File: config.mk
export PLATFORM = sky130hd
export DESIGN_NAME = srcal_seq
export DESIGN_NICKNAME = d
export VERILOG_FILES = /design/src/rtl/srcal_pkg.sv /design/src/rtl/srcal_us_tick.sv /design/src/rtl/srcal_fmeter.sv /design/src/rtl/srcal_div.sv /design/src/rtl/srcal_seq.sv
export SDC_FILE = /design/constraint.sdc
export NUM_CORES = 1
export LEC_CHECK = 0
export BUFFER_PORTS_ARGS = -buffer_cell sky130_fd_sc_hd__buf_2
export CORE_ASPECT_RATIO = 0.6
export CORE_MARGIN = 2
export CORE_UTILIZATION = 45
export CTS_CLUSTER_SIZE = 30
export DETAILED_ROUTE_END_ITERATION = 6
export GPL_TIMING_DRIVEN = 0
export PLACE_DENSITY_LB_ADDON = 0.1
export SETUP_SLACK_MARGIN = 0.3
export SLEW_MARGIN = 20
export SYNTH_ARGS = -nofsm -noshare
export SYNTH_HDL_FRONTEND = slang
export SYNTH_SLANG_ARGS = --single-unit
File: constraint.sdc
create_clock -name clk -period 5.8 [get_ports clk]
set_input_delay 1.45 -clock clk [delete_from_list [all_inputs] [get_ports clk]]
set_output_delay 1.45 -clock clk [all_outputs]
set_load 0.01 [all_outputs]
File: src/rtl/srcal_pkg.sv
package srcal_pkg;

    localparam int CODE_W = 3;
    localparam logic [CODE_W-1:0] FAIL_CODE = 3'd3;
    localparam logic [CODE_W-1:0] CODE_MAX  = 3'd7;

    typedef enum logic [3:0] {
        S_IDLE,
        S_SETTLE,
        S_FRCK_ON,
        S_LOAD,
        S_MTR_ON,
        S_POLL,
        S_READ,
        S_MTR_OFF,
        S_FRCK_OFF,
        S_DIV1,
        S_DIV2,
        S_WRITE,
        S_OSC_OFF
    } srcal_state_e;

endpackage

File: src/rtl/srcal_us_tick.sv
module srcal_us_tick #(
    parameter int TICKS_PER_US = 26
) (
    input  logic clk,
    input  logic rst_n,
    input  logic en_i,
    output logic tick_o
);
    localparam int TW = (TICKS_PER_US > 1) ? $clog2(TICKS_PER_US) : 1;
    localparam logic [TW-1:0] LAST = TW'(TICKS_PER_US - 1);

    logic [TW-1:0] cnt_d, cnt_q;

    always_comb begin
        if (!en_i || cnt_q == LAST) cnt_d = '0;
        else                        cnt_d = cnt_q + 1'b1;
    end

    always_ff @(posedge clk or negedge rst_n) begin
        if (!rst_n) cnt_q <= '0;
        else        cnt_q <= cnt_d;
    end

    assign tick_o = en_i && (cnt_q == LAST);

    generate
        if (TICKS_PER_US > 1) begin : g_spacing
            // microsecond ticks never come back to back
            a_r5_tick_spacing: assert property (@(posedge clk) disable iff (!rst_n)
                tick_o |=> !tick_o);
        end
    endgenerate

endmodule

File: src/rtl/srcal_fmeter.sv
module srcal_fmeter #(
    parameter int CNT_W = 24
) (
    input  logic             clk,
    input  logic             rst_n,
    input  logic             osc_clk_i,
    input  logic             frck_en_i,
    input  logic             fm_en_i,
    input  logic [CNT_W-1:0] target_i,
    output logic             valid_o,
    output logic [CNT_W-1:0] count_o
);
    typedef struct packed {
        logic [2:0]       sync;
        logic [CNT_W-1:0] edges;
        logic [CNT_W-1:0] ref_cnt;
        logic             valid;
        logic [CNT_W-1:0] count;
    } fm_t;

    fm_t fm_d, fm_q;
    logic             rise;
    logic [CNT_W-1:0] ref_nx;

    assign rise   = fm_q.sync[1] & ~fm_q.sync[2];
    assign ref_nx = (&fm_q.ref_cnt) ? fm_q.ref_cnt : fm_q.ref_cnt + 1'b1;

    always_comb begin
        fm_d      = fm_q;
        fm_d.sync = {fm_q.sync[1:0], osc_clk_i};
        if (!fm_en_i) begin
            fm_d.edges   = '0;
            fm_d.ref_cnt = '0;
            fm_d.valid   = 1'b0;
            fm_d.count   = '0;
        end else if (!fm_q.valid) begin
            fm_d.ref_cnt = ref_nx;
            if (frck_en_i && rise) begin
                fm_d.edges = fm_q.edges + 1'b1;
                if (fm_q.edges + 1'b1 == target_i) begin
                    fm_d.valid = 1'b1;
                    fm_d.count = ref_nx;
                end
            end
        end
    end

    always_ff @(posedge clk or negedge rst_n) begin
        if (!rst_n) fm_q <= '0;
        else        fm_q <= fm_d;
    end

    assign valid_o = fm_q.valid;
    assign count_o = fm_q.count;

    // once valid, the count holds until the meter is disabled
    a_r4_count_hold: assert property (@(posedge clk) disable iff (!rst_n)
        (fm_en_i && valid_o) |=> (!fm_en_i || (valid_o && $stable(count_o))));

    // a valid measurement always spans at least one reference cycle
    a_r4_valid_nonzero: assert property (@(posedge clk) disable iff (!rst_n)
        valid_o |-> (count_o != '0));

endmodule

File: src/rtl/srcal_div.sv
module srcal_div #(
    parameter int DW = 28
) (
    input  logic          clk,
    input  logic          rst_n,
    input  logic          go_i,
    input  logic [DW-1:0] num_i,
    input  logic [DW-1:0] den_i,
    output logic          done_o,
    output logic [DW-1:0] quo_o
);
    localparam int CW = $clog2(DW + 1);

    typedef struct packed {
        logic          busy;
        logic          done;
        logic [CW-1:0] cnt;
        logic [DW:0]   rem;
        logic [DW-1:0] quo;
        logic [DW-1:0] den;
        logic [DW-1:0] num;
    } dv_t;

    dv_t dv_d, dv_q;
    logic [DW:0] trial;

    assign trial = {dv_q.rem[DW-1:0], dv_q.quo[DW-1]};

    always_comb begin
        dv_d      = dv_q;
        dv_d.done = 1'b0;
        if (dv_q.busy) begin
            if (trial >= {1'b0, dv_q.den}) begin
                dv_d.rem = trial - {1'b0, dv_q.den};
                dv_d.quo = {dv_q.quo[DW-2:0], 1'b1};
            end else begin
                dv_d.rem = trial;
                dv_d.quo = {dv_q.quo[DW-2:0], 1'b0};
            end
            dv_d.cnt = dv_q.cnt - 1'b1;
            if (dv_q.cnt == CW'(1)) begin
                dv_d.busy = 1'b0;
                dv_d.done = 1'b1;
            end
        end else if (go_i) begin
            dv_d.busy = 1'b1;
            dv_d.cnt  = CW'(DW);
            dv_d.rem  = '0;
            dv_d.quo  = num_i;
            dv_d.den  = den_i;
            dv_d.num  = num_i;
        end
    end

    always_ff @(posedge clk or negedge rst_n) begin
        if (!rst_n) dv_q <= '0;
        else        dv_q <= dv_d;
    end

    assign done_o = dv_q.done;
    assign quo_o  = dv_q.quo;

    logic [2*DW-1:0] chk_prod;
    always_comb chk_prod = (2*DW)'(dv_q.quo) * (2*DW)'(dv_q.den);

    // quotient and remainder reconstruct the dividend on completion
    a_r6_div_identity: assert property (@(posedge clk) disable iff (!rst_n)
        done_o |-> ((chk_prod + (2*DW)'(dv_q.rem) == (2*DW)'(dv_q.num))
                    && (dv_q.rem < {1'b0, dv_q.den})));

    // the divider is never started with a zero divisor
    a_r7_no_zero_den: assert property (@(posedge clk) disable iff (!rst_n)
        (go_i && !dv_q.busy) |-> (den_i != '0));

endmodule

File: src/rtl/srcal_seq.sv
module srcal_seq
    import srcal_pkg::*;
#(
    parameter int REF_W        = 8,
    parameter int COEF_W       = 8,
    parameter int CNT_W        = 24,
    parameter int CYCLE_CNT    = 1024,
    parameter int TICKS_PER_US = 26,
    parameter int SETTLE_US    = 1,
    parameter int POLL_US      = 10,
    parameter int TIMEOUT_US   = 200,
    parameter int DIVISOR      = 1000
) (
    input  logic              clk,
    input  logic              rst_n,
    input  logic              start_i,
    input  logic [REF_W-1:0]  ref_mhz_i,
    input  logic [COEF_W-1:0] coef_i,
    input  logic [2:0]        force_code_i,
    input  logic              osc_clk_i,
    output logic              osc_en_o,
    output logic [2:0]        code_o,
    output logic              done_o,
    output logic              timeout_o
);
    localparam int CC_W   = $clog2(CYCLE_CNT + 1);
    localparam int PROD_W = REF_W + COEF_W + CC_W;
    localparam int DW     = ((PROD_W > CNT_W) ? PROD_W : CNT_W) + 1;
    localparam int US_MAX = (SETTLE_US > POLL_US) ? SETTLE_US : POLL_US;
    localparam int US_W   = $clog2(US_MAX + 1);
    localparam int NPOLL  = (TIMEOUT_US / POLL_US > 0) ? TIMEOUT_US / POLL_US : 1;
    localparam int PW     = $clog2(NPOLL + 1);

    typedef struct packed {
        srcal_state_e      state;
        logic [US_W-1:0]   us;
        logic [PW-1:0]     polls;
        logic              osc_en;
        logic              frck_en;
        logic              fm_en;
        logic [CNT_W-1:0]  cyc;
        logic [CNT_W-1:0]  cnt;
        logic [REF_W-1:0]  refm;
        logic [COEF_W-1:0] coef;
        logic [2:0]        pend;
        logic [2:0]        code;
        logic              done;
        logic              tmo;
        logic              div_go;
        logic [DW-1:0]     div_num;
        logic [DW-1:0]     div_den;
    } sq_t;

    sq_t sq_d, sq_q;

    logic             tick;
    logic             tick_en;
    logic             mtr_valid;
    logic [CNT_W-1:0] mtr_count;
    logic             div_done;
    logic [DW-1:0]    div_quo;
    logic [DW-1:0]    prod;

    assign tick_en = (sq_q.state == S_SETTLE) || (sq_q.state == S_POLL);
    assign prod    = DW'(sq_q.refm) * DW'(sq_q.coef) * DW'(CYCLE_CNT);

    srcal_us_tick #(.TICKS_PER_US(TICKS_PER_US)) u_tick (
        .clk    (clk),
        .rst_n  (rst_n),
        .en_i   (tick_en),
        .tick_o (tick)
    );

    srcal_fmeter #(.CNT_W(CNT_W)) u_meter (
        .clk       (clk),
        .rst_n     (rst_n),
        .osc_clk_i (osc_clk_i),
        .frck_en_i (sq_q.frck_en),
        .fm_en_i   (sq_q.fm_en),
        .target_i  (sq_q.cyc),
        .valid_o   (mtr_valid),
        .count_o   (mtr_count)
    );

    srcal_div #(.DW(DW)) u_div (
        .clk    (clk),
        .rst_n  (rst_n),
        .go_i   (sq_q.div_go),
        .num_i  (sq_q.div_num),
        .den_i  (sq_q.div_den),
        .done_o (div_done),
        .quo_o  (div_quo)
    );

    always_comb begin
        sq_d        = sq_q;
        sq_d.done   = 1'b0;
        sq_d.div_go = 1'b0;
        unique case (sq_q.state)
            S_IDLE: begin
                if (start_i) begin
                    sq_d.tmo  = 1'b0;
                    sq_d.refm = ref_mhz_i;
                    sq_d.coef = coef_i;
                    if (force_code_i != 3'd0) begin
                        sq_d.pend  = force_code_i;
                        sq_d.state = S_WRITE;
                    end else begin
                        sq_d.osc_en = 1'b1;
                        sq_d.us     = '0;
                        sq_d.state  = S_SETTLE;
                    end
                end
            end
            S_SETTLE: begin
                if (tick) begin
                    if (sq_q.us == US_W'(SETTLE_US - 1)) sq_d.state = S_FRCK_ON;
                    else                                 sq_d.us    = sq_q.us + 1'b1;
                end
            end
            S_FRCK_ON: begin
                sq_d.frck_en = 1'b1;
                sq_d.state   = S_LOAD;
            end
            S_LOAD: begin
                sq_d.cyc   = CNT_W'(CYCLE_CNT);
                sq_d.state = S_MTR_ON;
            end
            S_MTR_ON: begin
                sq_d.fm_en = 1'b1;
                sq_d.us    = '0;
                sq_d.polls = '0;
                sq_d.state = S_POLL;
            end
            S_POLL: begin
                if (tick) begin
                    if (sq_q.us == US_W'(POLL_US - 1)) begin
                        sq_d.us = '0;
                        if (mtr_valid) begin
                            sq_d.state = S_READ;
                        end else if (sq_q.polls == PW'(NPOLL - 1)) begin
                            sq_d.tmo   = 1'b1;
                            sq_d.state = S_READ;
                        end else begin
                            sq_d.polls = sq_q.polls + 1'b1;
                        end
                    end else begin
                        sq_d.us = sq_q.us + 1'b1;
                    end
                end
            end
            S_READ: begin
                sq_d.cnt   = mtr_count;
                sq_d.state = S_MTR_OFF;
            end
            S_MTR_OFF: begin
                sq_d.fm_en = 1'b0;
                sq_d.state = S_FRCK_OFF;
            end
            S_FRCK_OFF: begin
                sq_d.frck_en = 1'b0;
                if (sq_q.cnt == '0) begin
                    sq_d.pend  = FAIL_CODE;
                    sq_d.state = S_WRITE;
                end else begin
                    sq_d.div_go  = 1'b1;
                    sq_d.div_num = prod;
                    sq_d.div_den = DW'(sq_q.cnt);
                    sq_d.state   = S_DIV1;
                end
            end
            S_DIV1: begin
                if (div_done) begin
                    sq_d.div_go  = 1'b1;
                    sq_d.div_num = div_quo + DW'(DIVISOR / 2);
                    sq_d.div_den = DW'(DIVISOR);
                    sq_d.state   = S_DIV2;
                end
            end
            S_DIV2: begin
                if (div_done) begin
                    sq_d.pend  = (div_quo > DW'(CODE_MAX)) ? CODE_MAX : div_quo[2:0];
                    sq_d.state = S_WRITE;
                end
            end
            S_WRITE: begin
                sq_d.code  = sq_q.pend;
                sq_d.state = S_OSC_OFF;
            end
            S_OSC_OFF: begin
                sq_d.osc_en = 1'b0;
                sq_d.done   = 1'b1;
                sq_d.state  = S_IDLE;
            end
            default: sq_d.state = S_IDLE;
        endcase
    end

    always_ff @(posedge clk or negedge rst_n) begin
        if (!rst_n) sq_q <= '0;
        else        sq_q <= sq_d;
    end

    assign osc_en_o  = sq_q.osc_en;
    assign code_o    = sq_q.code;
    assign done_o    = sq_q.done;
    assign timeout_o = sq_q.tmo;

    // the meter only runs while the count clock is enabled
    a_r3_meter_needs_frck: assert property (@(posedge clk) disable iff (!rst_n)
        sq_q.fm_en |-> sq_q.frck_en);

    // the count clock only runs while the oscillator is enabled
    a_r3_frck_needs_osc: assert property (@(posedge clk) disable iff (!rst_n)
        sq_q.frck_en |-> osc_en_o);

    // a code update is followed by the completion pulse
    a_r3_code_then_done: assert property (@(posedge clk) disable iff (!rst_n)
        !$stable(code_o) |=> done_o);

    // completion is a single-cycle pulse
    a_r9_done_pulse: assert property (@(posedge clk) disable iff (!rst_n)
        done_o |=> !done_o);

    // a timeout is only declared while the meter had no valid result
    a_r5_timeout_no_valid: assert property (@(posedge clk) disable iff (!rst_n)
        $rose(timeout_o) |-> !$past(mtr_valid));

endmodule

Word-level counts from Yosys, hierarchy flattened
Cells that the tools add are included.
{"block": "op_classes", "n_eq_ne": 36, "reduce_logical": 30, "magnitude_cmp": 2, "add_sub_neg": 8, "bitwise": 3, "mux": 55, "mul": 1}
{"operator": "$mux 57", "n": 3}
{"operator": "$mux 73", "n": 2}
{"operator": "$mux 118", "n": 1}
{"operator": "$pmux 57 s2", "n": 1}
{"operator": "$mux 62", "n": 1}
{"operator": "$mux 25", "n": 2}
{"operator": "$add 24x1->24 const B", "n": 2}
{"operator": "$mux 24", "n": 2}
{"operator": "$pmux 4 s12", "n": 1}
{"operator": "$mux 4", "n": 10}
{"operator": "$ge 29x28->1", "n": 1}
{"operator": "$sub 29x28->29", "n": 1}
{"operator": "$add 28x9->28 const B", "n": 1}
{"operator": "$gt 28x3->1 const B", "n": 1}
{"operator": "$eq 24x11->1", "n": 1}
{"operator": "$eq 4x4->1 const B", "n": 6}
{"operator": "$logic_not 24->1", "n": 1}
{"operator": "$reduce_and 24->1", "n": 1}
{"operator": "$ne 2x2->1 const B", "n": 11}
{"operator": "$mux 5", "n": 4}
{"operator": "$eq 4x3->1 const B", "n": 4}
{"operator": "$mul 8x8->16", "n": 1}
{"operator": "$mux 8", "n": 2}
{"operator": "$pmux 4 s4", "n": 1}
{"operator": "other kinds (30)", "n": 74}
{"block": "totals", "inputBits": 23, "regBits": 322, "wordCells": 165, "out_inout_bits": 6}

Longest topological paths before layout
{"block": "depth", "ltp_word": 6, "mapped_depth": 18, "ltp_nobuf": 18}

Modules after synthesis
Synthesis repeated with hierarchy kept, for this count alone.
{"block": "hier_totals", "cells_unflattened": 1935, "area_unflattened_um2": 18460.2}
{"mod": "srcal_seq", "instances": 1, "area_each_um2": 7455.9, "cells_per_inst": 721, "seq_area_each_um2": 2952.8}
{"mod": "srcal_div", "instances": 1, "area_each_um2": 5672.9, "cells_per_inst": 640, "seq_area_each_um2": 2277.2}
{"mod": "srcal_fmeter", "instances": 1, "area_each_um2": 5056.1, "cells_per_inst": 551, "seq_area_each_um2": 1901.8}
{"mod": "srcal_us_tick", "instances": 1, "area_each_um2": 275.3, "cells_per_inst": 23, "seq_area_each_um2": 125.1}

Least setup slack after synthesis
No wires, ideal clock.
{"block": "synth_path", "path_kind": "reg2reg", "start": "register sq_q[72] (netlist name)", "end": "register sq_q[52] (netlist name)", "period_less_slack_ns": 4.414, "stages_incl_launch_ff": 15, "setup_slack_ns": 1.386, "setup_ns": 0.143, "t_arrival_ns": 4.271, "required_time_ns": 5.657, "path_buffers": 0, "cell_sequence": "dfrtp_1 > and2_1 > fa_1 > fa_1 > fa_1 > inv_1 > fa_1 > inv_1 > ha_1 > a2111oi_0 > nor3_1 > a41o_1 > o41ai_1 > xor2_1 > o221ai_1"}
{"block": "synth_between", "elab_chain_len": 3}
{"element": "from (decl)", "line_no": "srcal_seq.sv:54", "rtl": "sq_t sq_d, sq_q;"}
{"element": "from (signal assigned)", "line_no": "srcal_seq.sv:201", "rtl": "else sq_q <= sq_d;"}
{"element": "$mul 8x8->16", "line_no": "srcal_seq.sv:65", "rtl": "assign prod = DW'(sq_q.refm) * DW'(sq_q.coef) * DW'(CYCLE_CNT);"}
{"element": "$mux 57", "line_no": "srcal_seq.sv:162", "rtl": "if (sq_q.cnt == '0) begin"}
{"element": "$pmux 57 s2", "line_no": "srcal_seq.sv:99", "rtl": "unique case (sq_q.state)"}
No other way between the ends. The select of a mux whose other input is x is not followed.
A chain may end at the register's enable or synchronous reset.

Worst setup path after layout
{"block": "layout_path", "start": "register sq_q[73] (netlist name)", "end": "register sq_q[53] (netlist name)"}
Same word-level chain as after synthesis.

==> flow_summary.ini <==
[pwr]
fin_total_pwr_mw = 9.26
powerDensity_mw_per_mm2 = 483
p_leak_nw = 8.79
peakVddDrop_uv = 763

[global_route]
grt_pass1_wl_um = 71700
grt_pass1_vias = 13200
grt_max_degree = 83
antenna_found_initial = 0
grtUsageTotal = 0.221
grt_overflow_total = 0

[sta]
period_share = 0.848
tightest_slew_ns = 1.15
layout_setup_ws_ns = 0.882
max_freq_ghz = 0.203
hold_viol = 0
relSlewSlack = 0.224
setup_viol = 0
fin_tns_setup_ns = 0
skew_ns = 0.0234
period_needed_ns = 4.92
rsz0062_at_grt = no
drv_slew = 0

[worst_setup_path]
crit_start = sq_q[73]
startpoint_type = flip-flop
slowest_stage = dfrtp_1
endpoint_kind = flip-flop
critPathMaxStageDelay_ns = 0.59
cpLargestDelayFamily = adder cells
cp.arrival_ns = 5.35
critPathCapture = sq_q[53]
critical_path.max_fanout = 9
crit_buf_inv = 3
crit_chain = nand2_1 -> fa_1 -> fa_1 -> inv_1 -> fa_1 -> inv_1 -> fa_1 -> inv_1 -> ha_1 -> nor2b_1 -> nor4_1 -> o31ai_1 -> o41ai_1 -> xnor2_1 -> o221ai_1
r2r_end = sq_q[53]
cp_common_cell = fa_1
r2r_start = sq_q[73]
r2r_setup_slack_ns = 0.88
required_ns = 6.24
crit_cells = 15
crit_type = reg2reg
reg2reg_depth = 15

[clocking]
numCtsBuffers = 30
path_clk_slew_ns = 0.06
clockRootBuffer = clkbuf_16
post_cts_buffers = 0
hold_buffers = 0
clock-sinks = 286
cts-htree-levels = 1
cts_resized = 0
clk_path_buf_depth = 3
clk_latency_ns = 0.58
cts_tree = done

[cells_and_area]
layout.nets = 2049
drive_above_1_share = 0.0914
area_growth_pct = 10.8
multi_input_area_sq_mm = 0.00926
design_area_sq_mm = 0.0192
seqCellArea_sq_mm = 0.00716
fillers = 3550

[place]
dpl-instance-area_sq_mm = 0.0182
post-dp-hpwl_um = 32200
place_ws_ns = 0.941
gp_congestion = 0.888
io_buffers = 28

[yosys]
synth-edff-count = 0
avgSynthCellArea_sq_um = 9.33
synth_common_cells = dfrtp_1 (286), nand2_1 (248), o21ai_0 (149)
synth_cells = 1853
synth_nets = 1986
synth_top_area_frac = 0.414
ys.flop_type = dfrtp_1
synth_area_leader_cell = dfrtp_1
synth_cell_type_count = 76
synth_seq_area_share = 0.414
yosys-top-cells-area = dfrtp_1 (41%), nand2_1 (5.4%), ha_1 (5.3%)
ys_ff_latch = 286
async_flop_share = 1.00
yosysWarnings = 0
synthMostInstantiatedCell = dfrtp_1
synth_area_sq_mm = 0.0173

[die]
io_pins = 29
die_area_sq_mm = 0.0401
num_rows = 55
die_h_um = 156
start_util = 0.458
die_w_um = 257
core_sq_mm = 0.0378

[hold_path]
min_path_cells = 0
min-delay-start = u_meter.fm_d[75]
hold_class = reg2reg

[drt]
drt-pass1-iter-count = 5
postRouteWirelength_um = 43100
ant_nets = 0
vias_per_cell = 5.56
drt_iter0_drc = 1174
drc = 0
wl_per_cell_um = 17.6
vias = 13600

[run]
drv_cap = 0

[outcome]
status = completed
==> through the flow <==
step | std cells | hold slack [ns] | util
6_report | 2451 | 0.378 | 0.507
5_1_grt | 2450 | 0.397 | 0.507
4_1_cts | 2450 | 0.379 | 0.507
3_5_place_dp | 2397 | 0.370 | 0.481
3_3_place_gp | 2394 | 0.375 | 0.478
2_1_floorplan | 1853 | 0.331 | -
==> routing by layer <==
layer  part of all wire  global-route usage
met1               0.55               0.374
met4              0.013              0.0352
met3              0.054              0.0312
met2               0.38               0.293
met5                  0                   0
==> final cells by class <==
cell class              instances  share of cell area
well taps                     513              0.0335
clock inverters                14             0.00875
inverters                     106              0.0208
multi-input cells            1364               0.483
repair buffers                 31              0.0121
clock buffers                  39              0.0425
diodes                          1            0.000131
plain buffers                  97              0.0251
flip-flops and latches        286               0.374
==> power breakdown <==
part,switching (mW),leakage [nW],internal (mW)
clock network,0.848,0.476,1.12
registers,0.315,3.91,2.21
logic,2.78,4.41,1.98
total,3.94,8.79,5.31
==> cell families (layout without fill, tap and decap cells) <==
kind of cell,Yosys count,after routing,synth area share
AND/OR/NAND/NOR,701,701,0.199
AO/OA/AOI/OAI,351,351,0.129
flip-flops,286,286,0.414
buffers and inverters,203,287,0.0509
XOR/XNOR,114,114,0.0577
adder cells (fa/ha/maj),110,110,0.0957
multiplexers,88,88,0.0542
other,0,1,0
==> layout by cell type, fill, tap and decap left out, types with 8 or more instances in the layout <==
master     synthesis  routed
fa_1              37      37
mux2i_1           43      43
clkbuf_1          64      70
and3_1            24      24
xor2_1            56      56
inv_1            106     106
nand2_1          248     248
nor3_1            39      38
a22oi_1            9       9
nand3_1          111     111
dfrtp_1          286     286
nor2b_1            8       8
a21boi_0          14      14
xnor2_1           58      58
or3_1             20      20
nor4_1            16      16
buf_2              5      32
o21ai_1            8       8
nand4_1           31      31
a21oi_1           54      54
nand2b_1          17      17
a32oi_1            9       9
buf_4              9       9
nor2_1            77      77
a21o_1            20      20
and2_1            80      80
o21ai_0          149     149
o31ai_1           12      12
ha_1              73      73
mux2_2            45      45
clkbuf_16          0      30
==> state kept, by name (all words and copies together) (netlist names) <==
register and cells:
code_o 3, done_o 1, osc_en_o 1, sq_q 112
timeout_o 1, u_div.done_o 1, u_div.dv_q 58, u_div.quo_o 28
u_meter.count_o 24, u_meter.fm_d 2, u_meter.fm_q 49, u_meter.valid_o 1
u_tick.cnt_q 5
==> how the worst min path moves through the flow <==
stage,end,slack (ns)
global route,u_meter.fm_q[75],0.40
finish,u_meter.fm_q[75],0.38
CTS,u_meter.fm_q[75],0.38
floorplan,u_meter.fm_d[75],0.33
detailed placement,u_meter.fm_q[75],0.37
global placement,u_meter.fm_q[75],0.38
(Power assumes the default switching activity.)
